### config.mk
export PLATFORM = sky130hd
export DESIGN_NAME = ll_dma_seq
export DESIGN_NICKNAME = d
export VERILOG_FILES = /design/src/rtl/ll_dma_pkg.sv /design/src/rtl/ll_dma_fetch.sv /design/src/rtl/ll_dma_mover.sv /design/src/rtl/ll_dma_seq.sv
export SDC_FILE = /design/constraint.sdc
export NUM_CORES = 1
export LEC_CHECK = 0
export ABC_AREA = 1
export CORE_MARGIN = 3
export CORE_UTILIZATION = 45
export CTS_CLUSTER_SIZE = 14
export DETAILED_ROUTE_END_ITERATION = 10
export PLACE_DENSITY = 0.82
export SLEW_MARGIN = 20
export SYNTH_ARGS = -nofsm -noshare
export SYNTH_HDL_FRONTEND = slang
export SYNTH_SLANG_ARGS = --single-unit
### constraint.sdc
create_clock -name clk -period 1.9 [get_ports clk]
set_clock_uncertainty 0.05 [all_clocks]
set_input_delay 0.475 -clock clk [delete_from_list [all_inputs] [get_ports clk]]
set_output_delay 0.475 -clock clk [all_outputs]
set_load 0.05 [all_outputs]
### src/rtl/ll_dma_pkg.sv
package ll_dma_pkg;

    localparam int WORD_W      = 32;
    localparam int DESC_WORDS  = 4;
    localparam int IDX_W       = $clog2(DESC_WORDS);
    localparam int BYTE_SEL_W  = $clog2(WORD_W / 8);
    localparam int ALIGN_BITS  = IDX_W + BYTE_SEL_W;

    localparam int LEN_W       = 12;
    localparam int LEN_LSB     = 0;
    localparam int CODE_W      = 3;
    localparam int SBURST_LSB  = 12;
    localparam int DBURST_LSB  = 15;
    localparam int WIDTH_W     = 2;
    localparam int WIDTH_LSB   = 18;
    localparam int BEAT_W      = (1 << CODE_W) / 8 + 7;

    typedef enum logic [2:0] {
        SQ_IDLE,
        SQ_FETCH,
        SQ_MOVE,
        SQ_END,
        SQ_FAULT
    } sq_state_e;

    typedef struct packed {
        logic [WORD_W-1:0]  src;
        logic [WORD_W-1:0]  dst;
        logic [WORD_W-1:0]  link;
        logic [LEN_W-1:0]   len;
        logic [CODE_W-1:0]  burst_code;
        logic [WIDTH_W-1:0] width_code;
    } desc_t;

    function automatic logic [CODE_W-1:0] min_code(input logic [CODE_W-1:0] a,
                                                   input logic [CODE_W-1:0] b);
        return (a < b) ? a : b;
    endfunction

    function automatic logic [WORD_W-1:0] step_of(input logic [WIDTH_W-1:0] w);
        logic [WORD_W-1:0] s;
        case (w)
            2'd0:    s = WORD_W'(1);
            2'd1:    s = WORD_W'(2);
            default: s = WORD_W'(4);
        endcase
        return s;
    endfunction

    function automatic logic [BEAT_W-1:0] burst_last_beat(input logic [CODE_W-1:0] c);
        logic [BEAT_W:0] n;
        n = (BEAT_W+1)'(1) << c;
        return BEAT_W'(n - 1'b1);
    endfunction

endpackage

### src/rtl/ll_dma_fetch.sv
module ll_dma_fetch
    import ll_dma_pkg::*;
(
    input  logic              clk,
    input  logic              rst,
    input  logic              load,
    input  logic [WORD_W-1:0] load_addr,
    output logic              mr_req,
    output logic [WORD_W-1:0] mr_addr,
    input  logic              mr_valid,
    input  logic [WORD_W-1:0] mr_rdata,
    input  logic              mr_err,
    output logic              done,
    output logic              fault,
    output desc_t             desc
);

    localparam logic [IDX_W-1:0] LAST_IDX = IDX_W'(DESC_WORDS - 1);

    logic                         active;
    logic [WORD_W-1:ALIGN_BITS]   base;
    logic [IDX_W-1:0]             idx;
    logic [WORD_W-1:0]            src_q;
    logic [WORD_W-1:0]            dst_q;
    logic [WORD_W-1:0]            link_q;
    logic                         take;

    assign take   = active && mr_valid;
    assign mr_req = active;
    assign mr_addr = {base, idx, {BYTE_SEL_W{1'b0}}};
    assign done   = take && !mr_err && (idx == LAST_IDX);
    assign fault  = take && mr_err;

    always_ff @(posedge clk) begin
        if (rst) begin
            active <= 1'b0;
            base   <= '0;
            idx    <= '0;
            src_q  <= '0;
            dst_q  <= '0;
            link_q <= '0;
        end else if (load) begin
            active <= 1'b1;
            base   <= load_addr[WORD_W-1:ALIGN_BITS];
            idx    <= '0;
        end else if (take) begin
            if (mr_err) begin
                active <= 1'b0;
            end else begin
                case (idx)
                    IDX_W'(0): src_q  <= mr_rdata;
                    IDX_W'(1): dst_q  <= mr_rdata;
                    IDX_W'(2): link_q <= mr_rdata;
                    default: ;
                endcase
                if (idx == LAST_IDX) active <= 1'b0;
                idx <= idx + 1'b1;
            end
        end
    end

    // The control word is the last one read, so its fields are decoded
    // straight from the response and handed over in the same cycle.
    always_comb begin
        desc.src        = src_q;
        desc.dst        = dst_q;
        desc.link       = link_q;
        desc.len        = mr_rdata[LEN_LSB +: LEN_W];
        desc.burst_code = min_code(mr_rdata[SBURST_LSB +: CODE_W],
                                   mr_rdata[DBURST_LSB +: CODE_W]);
        desc.width_code = mr_rdata[WIDTH_LSB +: WIDTH_W];
    end

endmodule

### src/rtl/ll_dma_mover.sv
module ll_dma_mover
    import ll_dma_pkg::*;
(
    input  logic              clk,
    input  logic              rst,
    input  logic              load,
    input  desc_t             desc,
    output logic              dp_valid,
    output logic [WORD_W-1:0] dp_src,
    output logic [WORD_W-1:0] dp_dst,
    output logic              dp_first,
    output logic              dp_last,
    input  logic              dp_ready,
    input  logic              dp_err,
    output logic              done,
    output logic              fault
);

    logic                active;
    logic [WORD_W-1:0]   src_q;
    logic [WORD_W-1:0]   dst_q;
    logic [LEN_W-1:0]    left;
    logic [BEAT_W-1:0]   beat;
    logic [CODE_W-1:0]   code_q;
    logic [WIDTH_W-1:0]  wcode_q;
    logic                fire;
    logic                final_item;
    logic                burst_end;

    assign fire       = active && dp_ready;
    assign final_item = (left == LEN_W'(1));
    assign burst_end  = (beat == burst_last_beat(code_q));

    assign dp_valid = active;
    assign dp_src   = src_q;
    assign dp_dst   = dst_q;
    assign dp_first = (beat == '0);
    assign dp_last  = burst_end || final_item;
    assign done     = fire && !dp_err && final_item;
    assign fault    = fire && dp_err;

    always_ff @(posedge clk) begin
        if (rst) begin
            active  <= 1'b0;
            src_q   <= '0;
            dst_q   <= '0;
            left    <= '0;
            beat    <= '0;
            code_q  <= '0;
            wcode_q <= '0;
        end else if (load) begin
            active  <= (desc.len != '0);
            src_q   <= desc.src;
            dst_q   <= desc.dst;
            left    <= desc.len;
            beat    <= '0;
            code_q  <= desc.burst_code;
            wcode_q <= desc.width_code;
        end else if (fire) begin
            if (dp_err) begin
                active <= 1'b0;
            end else begin
                src_q <= src_q + step_of(wcode_q);
                left  <= left - 1'b1;
                beat  <= dp_last ? '0 : beat + 1'b1;
                if (final_item) active <= 1'b0;
            end
        end
    end

endmodule

### src/rtl/ll_dma_seq.sv
module ll_dma_seq
    import ll_dma_pkg::*;
(
    input  logic              clk,
    input  logic              rst,
    input  logic              start,
    input  logic [WORD_W-1:0] start_addr,
    output logic              busy,
    output logic              tc_pulse,
    output logic              err_pulse,
    output logic              mr_req,
    output logic [WORD_W-1:0] mr_addr,
    input  logic              mr_valid,
    input  logic [WORD_W-1:0] mr_rdata,
    input  logic              mr_err,
    output logic              dp_valid,
    output logic [WORD_W-1:0] dp_src,
    output logic [WORD_W-1:0] dp_dst,
    output logic              dp_first,
    output logic              dp_last,
    input  logic              dp_ready,
    input  logic              dp_err
);

    sq_state_e          state, state_nx;
    logic [WORD_W-1:0]  link_q;
    logic               f_load;
    logic [WORD_W-1:0]  f_addr;
    logic               f_done;
    logic               f_fault;
    desc_t              f_desc;
    logic               m_load;
    logic               m_done;
    logic               m_fault;
    logic               link_end;

    assign link_end = (link_q[WORD_W-1:ALIGN_BITS] == '0);

    ll_dma_fetch u_fetch (
        .clk       (clk),
        .rst       (rst),
        .load      (f_load),
        .load_addr (f_addr),
        .mr_req    (mr_req),
        .mr_addr   (mr_addr),
        .mr_valid  (mr_valid),
        .mr_rdata  (mr_rdata),
        .mr_err    (mr_err),
        .done      (f_done),
        .fault     (f_fault),
        .desc      (f_desc)
    );

    ll_dma_mover u_mover (
        .clk      (clk),
        .rst      (rst),
        .load     (m_load),
        .desc     (f_desc),
        .dp_valid (dp_valid),
        .dp_src   (dp_src),
        .dp_dst   (dp_dst),
        .dp_first (dp_first),
        .dp_last  (dp_last),
        .dp_ready (dp_ready),
        .dp_err   (dp_err),
        .done     (m_done),
        .fault    (m_fault)
    );

    always_comb begin
        state_nx = state;
        f_load   = 1'b0;
        f_addr   = start_addr;
        m_load   = 1'b0;
        case (state)
            SQ_IDLE: begin
                if (start) begin
                    f_load   = 1'b1;
                    state_nx = SQ_FETCH;
                end
            end
            SQ_FETCH: begin
                if (f_fault) begin
                    state_nx = SQ_FAULT;
                end else if (f_done) begin
                    m_load   = 1'b1;
                    state_nx = (f_desc.len == '0) ? SQ_END : SQ_MOVE;
                end
            end
            SQ_MOVE: begin
                if (m_fault)     state_nx = SQ_FAULT;
                else if (m_done) state_nx = SQ_END;
            end
            SQ_END: begin
                if (link_end) begin
                    state_nx = SQ_IDLE;
                end else begin
                    f_load   = 1'b1;
                    f_addr   = link_q;
                    state_nx = SQ_FETCH;
                end
            end
            default: state_nx = SQ_IDLE;
        endcase
    end

    always_ff @(posedge clk) begin
        if (rst) begin
            state  <= SQ_IDLE;
            link_q <= '0;
        end else begin
            state <= state_nx;
            if (f_done) link_q <= f_desc.link;
        end
    end

    assign busy      = (state != SQ_IDLE);
    assign tc_pulse  = (state == SQ_END);
    assign err_pulse = (state == SQ_FAULT);

endmodule

Yosys cells after proc, flatten, opt, wreduce, memory -nomap -nowiden
Cells that the tools add are included.
{ "classes": {"reduce_logical": 34, "n_addsub": 5, "n_lt_le_gt_ge": 1, "shifts": 1, "mux": 37, "bitwise": 3, "n_eq_ne": 14} }
{ "ops": {"columns": ["operator", "count"], "rows": [
  ["$mux W32", 9],
  ["$mux W12", 3],
  ["$add A32 B32 Y32", 1],
  ["$logic_not A28 Y1", 1],
  ["$mux W3", 6],
  ["$mux W1", 15],
  ["$eq A12 B1 Y1 const B", 1],
  ["$logic_not A12 Y1", 1],
  ["$pmux W3 S4", 1],
  ["$reduce_and A4 Y1", 3],
  ["$reduce_bool A12 Y1", 1],
  ["$sub A12 B1 Y12 const B", 1],
  ["$reduce_and A2 Y1", 5],
  ["$reduce_bool A3 Y1", 3],
  ["$add A8 B1 Y8 const B", 1],
  ["$eq A8 B8 Y1", 1],
  ["$logic_and A1 B1 Y1", 8],
  ["$logic_not A8 Y1", 1],
  ["$mux W8", 1],
  ["$shl A1 B3 Y8 const A", 1],
  ["$sub A8 B1 Y8 const B", 1],
  ["$eq A3 B2 Y1 const B", 2],
  ["$ne A3 B3 Y1 const B", 2],
  ["$pmux W3 S2", 1],
  ["17 further kinds", 25]
]} }
{ "totals": {"out_inout_bits": 103, "register_bits": 252} }

Longest topological paths before layout
{ "depth": {"ltp_word": 12, "depth_mapped": 15, "ltp_nobuf": 15} }

Hierarchy
Synthesis repeated with hierarchy kept, for this count alone.
{ "unflattened": {"hier_cells": 1776, "area_unflattened_um2": 12613.3} }
{ "by_module_without_submodules": {"columns": ["mod", "cells_per_inst", "n_inst", "area_per_inst_um2", "seq_area_each_um2"], "rows": [
  ["ll_dma_fetch", 740, 1, 5496.5, 2542.4],
  ["ll_dma_mover", 751, 1, 5027.3, 1801.7],
  ["ll_dma_seq", 285, 1, 2089.5, 700.7]
]} }

Worst setup path before layout
No wires, ideal clock.
{ "synth_timing": {"kind": "reg-to-output", "startpoint": "register u_mover.beat[3]", "endpoint": "output dp_first", "n_path_buf": 0, "setup_slack_ns": -0.753, "arrival_time_ns": 2.128, "stages_incl_launch_ff": 3, "cell_sequence": "dfxtp_1 or2_2 nor4_1"} }
{ "synth_via": {"elab_chain_len": 1} }
{ "synth_rtl": {"columns": ["item", "line", "text"], "rows": [
  ["from (decl)", "ll_dma_mover.sv:23", "logic [BEAT_W-1:0] beat;"],
  ["from (signal assigned)", "ll_dma_mover.sv:65", "beat <= dp_last ? '0 : beat + 1'b1;"],
  ["$logic_not A8 Y1", "ll_dma_mover.sv:37", "assign dp_first = (beat == '0);"],
  ["to (decl)", "ll_dma_seq.sv:19", "output logic dp_first,"]
]} }
Every way passes these cells.

Final worst setup path
{ "layout_timing": {"startpoint": "register u_mover.code_q[1]", "endpoint": "output dp_last"} }
{ "layout_via": {"elab_chain_len": 4} }
{ "layout_rtl": {"columns": ["item", "line", "text"], "rows": [
  ["from (decl)", "ll_dma_mover.sv:24", "logic [CODE_W-1:0] code_q;"],
  ["from (signal assigned)", "ll_dma_mover.sv:57", "code_q <= desc.burst_code;"],
  ["$shl A1 B3 Y8", "ll_dma_pkg.sv:52", "n = (BEAT_W+1)'(1) << c;"],
  ["$sub A8 B1 Y8", "ll_dma_pkg.sv:53", "return BEAT_W'(n - 1'b1);"],
  ["$eq A8 B8 Y1", "ll_dma_mover.sv:32", "assign burst_end = (beat == burst_last_beat(code_q));"],
  ["$logic_or A1 B1 Y1", "ll_dma_mover.sv:38", "assign dp_last = burst_end || final_item;"],
  ["to (decl)", "ll_dma_seq.sv:20", "output logic dp_last,"]
]} }
Every way passes these cells.

==> metrics.txt <==
# TYPE chip_impl_metric gauge
chip_impl_info{name="status",value="finished with violations"} 1
chip_impl_info{name="failing_checks",value="setup timing"} 1
chip_impl_metric{name="place.detailed.instances",unit=""} 2407
chip_impl_info{name="critical-path-top-cell-by-count",value="nand2_1"} 1
chip_impl_metric{name="die_area",unit="mm²"} 0.02884
chip_impl_metric{name="cts-htree-levels",unit=""} 1
chip_impl_metric{name="route.vias.total",unit=""} 12838
chip_impl_metric{name="flow.area_growth_from_synthesis",unit="%"} 37.47
chip_impl_info{name="type_of_the_tightest_min_delay_check",value="reg -> reg"} 1
chip_impl_info{name="worst_r2r_startpoint",value="u_mover.code_q[2]$_SDFFE_PP0P_"} 1
chip_impl_metric{name="finish.cell_count_without_fillers",unit=""} 2477
chip_impl_metric{name="slowest_delay",unit="ns"} 0.36
chip_impl_metric{name="fmax",unit="MHz"} 386.2
chip_impl_metric{name="hold_viol_final",unit=""} 0
chip_impl_metric{name="setup_ws",unit="ns"} -0.6894
chip_impl_metric{name="drt_drc_violations_left",unit=""} 0
chip_impl_metric{name="place.detailed.hpwl",unit="mm"} 27.80
chip_impl_metric{name="globalplace.congestion",unit=""} 0.9829
chip_impl_metric{name="antenna-diode-count",unit=""} 0
chip_impl_info{name="critical_path.slowest_cell",value="dfxtp_4"} 1
chip_impl_info{name="yosys.cell_count.top_type",value="nand2_1"} 1
chip_impl_metric{name="drt_pass1_iterations",unit=""} 7
chip_impl_metric{name="grt_pass1_vias",unit=""} 11710
chip_impl_metric{name="slew_headroom",unit=""} 0.6248
chip_impl_metric{name="antenna_left",unit=""} 0
chip_impl_metric{name="pwr_density_cell",unit="mW/mm²"} 792.6
chip_impl_info{name="yosys_most_used_dff",value="dfxtp_1"} 1
chip_impl_metric{name="timing.setup.tns",unit="ns"} -4.542
chip_impl_metric{name="numClockSinks",unit=""} 244
chip_impl_metric{name="worstMarginPinSlew",unit="ns"} 0.5628
chip_impl_info{name="critPathCaptureType",value="output port"} 1
chip_impl_info{name="cell_at_the_root_of_the_clock_tree",value="clkbuf_16"} 1
chip_impl_metric{name="synth_area_per_cell",unit="µm²"} 6.493
chip_impl_metric{name="cts_buffer_depth",unit=""} 3
chip_impl_metric{name="io_buffer_count",unit=""} 167
chip_impl_metric{name="yosys.area.top_type_share",unit=""} 0.4044
chip_impl_metric{name="timing.final.crit_share",unit=""} 1.363
chip_impl_metric{name="start_util",unit=""} 0.4609
chip_impl_metric{name="initial_antenna_violation_count",unit=""} 0
chip_impl_metric{name="worst_case_register_to_register_setup_slack",unit="ns"} -0.51
chip_impl_metric{name="synth_cell_types",unit=""} 38
chip_impl_metric{name="finish.net_count",unit=""} 2208
chip_impl_metric{name="number_of_clock_buffers_inserted_by_tritoncts",unit=""} 26
chip_impl_info{name="tritoncts",value="yes"} 1
chip_impl_info{name="unrepaired_setup_endpoints_after_global_routing",value="true"} 1
chip_impl_metric{name="top_fanout_value_on_the_critical_path",unit=""} 4
chip_impl_info{name="min_to",value="link_q[22]$_SDFFE_PP0P_"} 1
chip_impl_info{name="yosys.area.top_type",value="dfxtp_1"} 1
chip_impl_metric{name="synth-warning-count",unit=""} 0
chip_impl_metric{name="die_x",unit="µm"} 169.8
chip_impl_metric{name="edff_count_synth",unit=""} 0
chip_impl_metric{name="post_route_cells_drive_above_1_share",unit=""} 0.2003
chip_impl_metric{name="fin_crit",unit="ns"} 2.589
chip_impl_metric{name="total_leakage_power",unit="nW"} 7.639
chip_impl_metric{name="finalSetupViolations",unit=""} 11
chip_impl_metric{name="min_path_cells",unit=""} 2
chip_impl_info{name="cp_top_family",value="simple AND/OR/NAND/NOR gates"} 1
chip_impl_metric{name="core_region_area",unit="mm²"} 0.02621
chip_impl_metric{name="grt_overflow_total",unit=""} 0
chip_impl_metric{name="finalMaxSlewViolations",unit=""} 0
chip_impl_metric{name="dieHeight",unit="µm"} 169.8
chip_impl_metric{name="syn_area",unit="mm²"} 0.01208
chip_impl_info{name="synth_commonest_cells",value="484 x nand2_1, 326 x inv_1, 244 x dfxtp_1"} 1
chip_impl_metric{name="grt_first_pass_wirelength",unit="mm"} 59.64
chip_impl_metric{name="reg2regPathDepth",unit=""} 21
chip_impl_info{name="min_from",value="u_fetch.link_q[22]$_SDFFE_PP0P_"} 1
chip_impl_info{name="timing.rr.end",value="u_mover.beat[6]$_SDFFE_PP0P_"} 1
chip_impl_metric{name="detailed_place.area",unit="mm²"} 0.01509
chip_impl_metric{name="synth_sequential_area_ratio",unit=""} 0.4044
chip_impl_metric{name="path_buf_inv",unit=""} 3
chip_impl_metric{name="largest_net_degree_at_the_start_of_global_routing",unit=""} 57
chip_impl_metric{name="wl_per_cell",unit="µm"} 15.67
chip_impl_metric{name="layout.cell_area.non_filler",unit="mm²"} 0.01660
chip_impl_metric{name="number_of_instances_in_the_synthesized_netlist",unit=""} 1860
chip_impl_metric{name="worst_ir_drop_vdd",unit="mV"} 0.5630
chip_impl_metric{name="drv.max_cap_violation_count",unit=""} 0
chip_impl_metric{name="finalWirelength",unit="mm"} 38.82
chip_impl_info{name="timing.critical_path.cells",value="inv_6 -> nand3_4 -> ha_4 -> inv_2 -> nand2_1 -> nand2_1 -> nor2_1 -> nand3_1 -> nor2_2 -> nand3_2 -> nand2_4 -> buf_12"} 1
chip_impl_metric{name="timing.critical_path.arrival",unit="ns"} 2.06
chip_impl_metric{name="grt_usage",unit=""} 0.2531
chip_impl_metric{name="insertion_delay",unit="ns"} 0.54
chip_impl_metric{name="synthArstFlopShare",unit=""} 0
chip_impl_metric{name="clkTransAtPathRegs",unit="ns"} 0.06
chip_impl_metric{name="io-pin-count",unit=""} 174
chip_impl_metric{name="vias_per_cell",unit=""} 5.183
chip_impl_info{name="synth.area.top_cells",value="dfxtp_1 40%, nand2_1 15%, inv_1 10%, nor2_1 7.4%, nand4_1 6.3%"} 1
chip_impl_metric{name="ys_seq_elements",unit=""} 244
chip_impl_metric{name="critPathRequiredTime",unit="ns"} 1.37
chip_impl_info{name="cp-start-kind",value="register"} 1
chip_impl_metric{name="drt_first_iter_violations",unit=""} 1091
chip_impl_metric{name="num_rows",unit=""} 59
chip_impl_info{name="critical_path_class",value="reg -> out"} 1
-- cell type report --
class | instances | area [µm²]
multi-input combinational | 1191 | 5993
inverter | 331 | 1270
sequential | 244 | 4933
tap | 335 | 419.2
clock inverter | 9 | 106.4
fill | 2165 | 9603
clock buffer | 39 | 769.5
timing repair buffer | 328 | 3112
-- flip-flops by register name, indices dropped and copies added (netlist names) --
register          count
u_fetch.idx           2
u_mover.dp_dst       32
u_fetch.base         28
state                 3
u_mover.dp_valid      1
u_fetch.mr_req        1
link_q               28
u_mover.wcode_q       2
u_fetch.src_q        32
u_fetch.dst_q        32
u_mover.dp_src       32
u_mover.left         12
u_mover.beat          8
u_mover.code_q        3
u_fetch.link_q       28
-- layout by cell type (no fill, tap or decap), drive strengths merged, types with 62 or more instances in the layout --
cell type / n
nand3: 75
o21ai: 102
buf: 262
nor2: 243
clkdlybuf4s50: 66
nand4: 121
inv: 327
dfxtp: 244
nand2: 488
a21oi: 62
-- worst max path at each step --
stage	cells after the start	to	slack (ns)	from
2_1_floorplan	10	dp_last	-0.05	u_mover.code_q[1]$_SDFFE_PP0P_
3_3_place_gp	10	u_mover.dp_src[12]$_SDFFE_PP0P_	-0.35	mr_valid
3_5_place_dp	10	u_mover.left[11]$_SDFFE_PP0P_	-0.39	mr_err
4_1_cts	12	dp_last	-0.70	u_mover.code_q[1]$_SDFFE_PP0P_
5_1_grt	12	dp_last	-0.83	u_mover.code_q[1]$_SDFFE_PP0P_
6_report	12	dp_last	-0.69	u_mover.code_q[1]$_SDFFE_PP0P_
-- through the flow --
| step | setup slack [ns] | utilization | power, mW | hold WS (ns) |
|---|---|---|---|---|
| 2_1_floorplan | -0.05045 | - | 7.079 | 0.3761 |
| 3_3_place_gp | -0.3501 | 0.5759 | 7.965 | 0.3914 |
| 3_5_place_dp | -0.3942 | 0.5759 | 8.021 | 0.3963 |
| 4_1_cts | -0.7049 | 0.6169 | 13.17 | 0.4090 |
| 5_1_grt | -0.8257 | 0.6336 | 13.65 | 0.4213 |
| 6_report | -0.6894 | 0.6336 | 13.16 | 0.4063 |
-- power by group --
| part | total [mW] | leakage [nW] | switching [mW] | internal, mW |
|---|---|---|---|---|
| registers | 5.44 | 1.98 | 0.131 | 5.31 |
| clock network | 5.17 | 0.436 | 2.11 | 3.07 |
| logic | 2.54 | 5.22 | 1.70 | 0.846 |
-- metal layers --
layer | part of all wire | wire, µm | vias up | global-route usage
li1 | - | - | 6349 | -
met1 | 0.41 | 15850 | 5868 | 0.3237
met2 | 0.48 | 18570 | 514 | 0.4382
met3 | 0.066 | 2554 | 107 | 0.02997
met4 | 0.048 | 1855 | 0 | 0.09708
met5 | 0 | 0 | - | 0
-- worst register-to-register path: cells and delay by family, from the launching register on --
kind          cells  cell delay [ns]
buf+inv          10             1.00
simple gates     10             0.78
flops             1             0.35
fa+ha+maj         1             0.14
-- logic make-up (layout without fill, tap and decap cells) --
kind of cell               after synthesis  after routing  synth area share
buffers and inverters                  426            707            0.1375
DFF                                    244            244            0.4044
and+or+nand+nor                        947            947            0.3344
adders and majority gates               15             15           0.01616
AOI/OAI and AO/OA                      205            205           0.09127
other                                    1              2         0.0003105
xor gates and xnor gates                22             22           0.01595
-- what timing repair did --
| item | in CTS | in global routing |
|---|---|---|
| endpoints found under the setup margin | 32 | 108 |
| pin swaps | 12 | 35 |
| cloned | 0 | 0 |
| buffers inserted | 11 | 13 |
| gates resized for setup | 38 | 94 |
| hold buffers | 0 | 0 |
No activity file was read; power rests on OpenSTA's default activity.
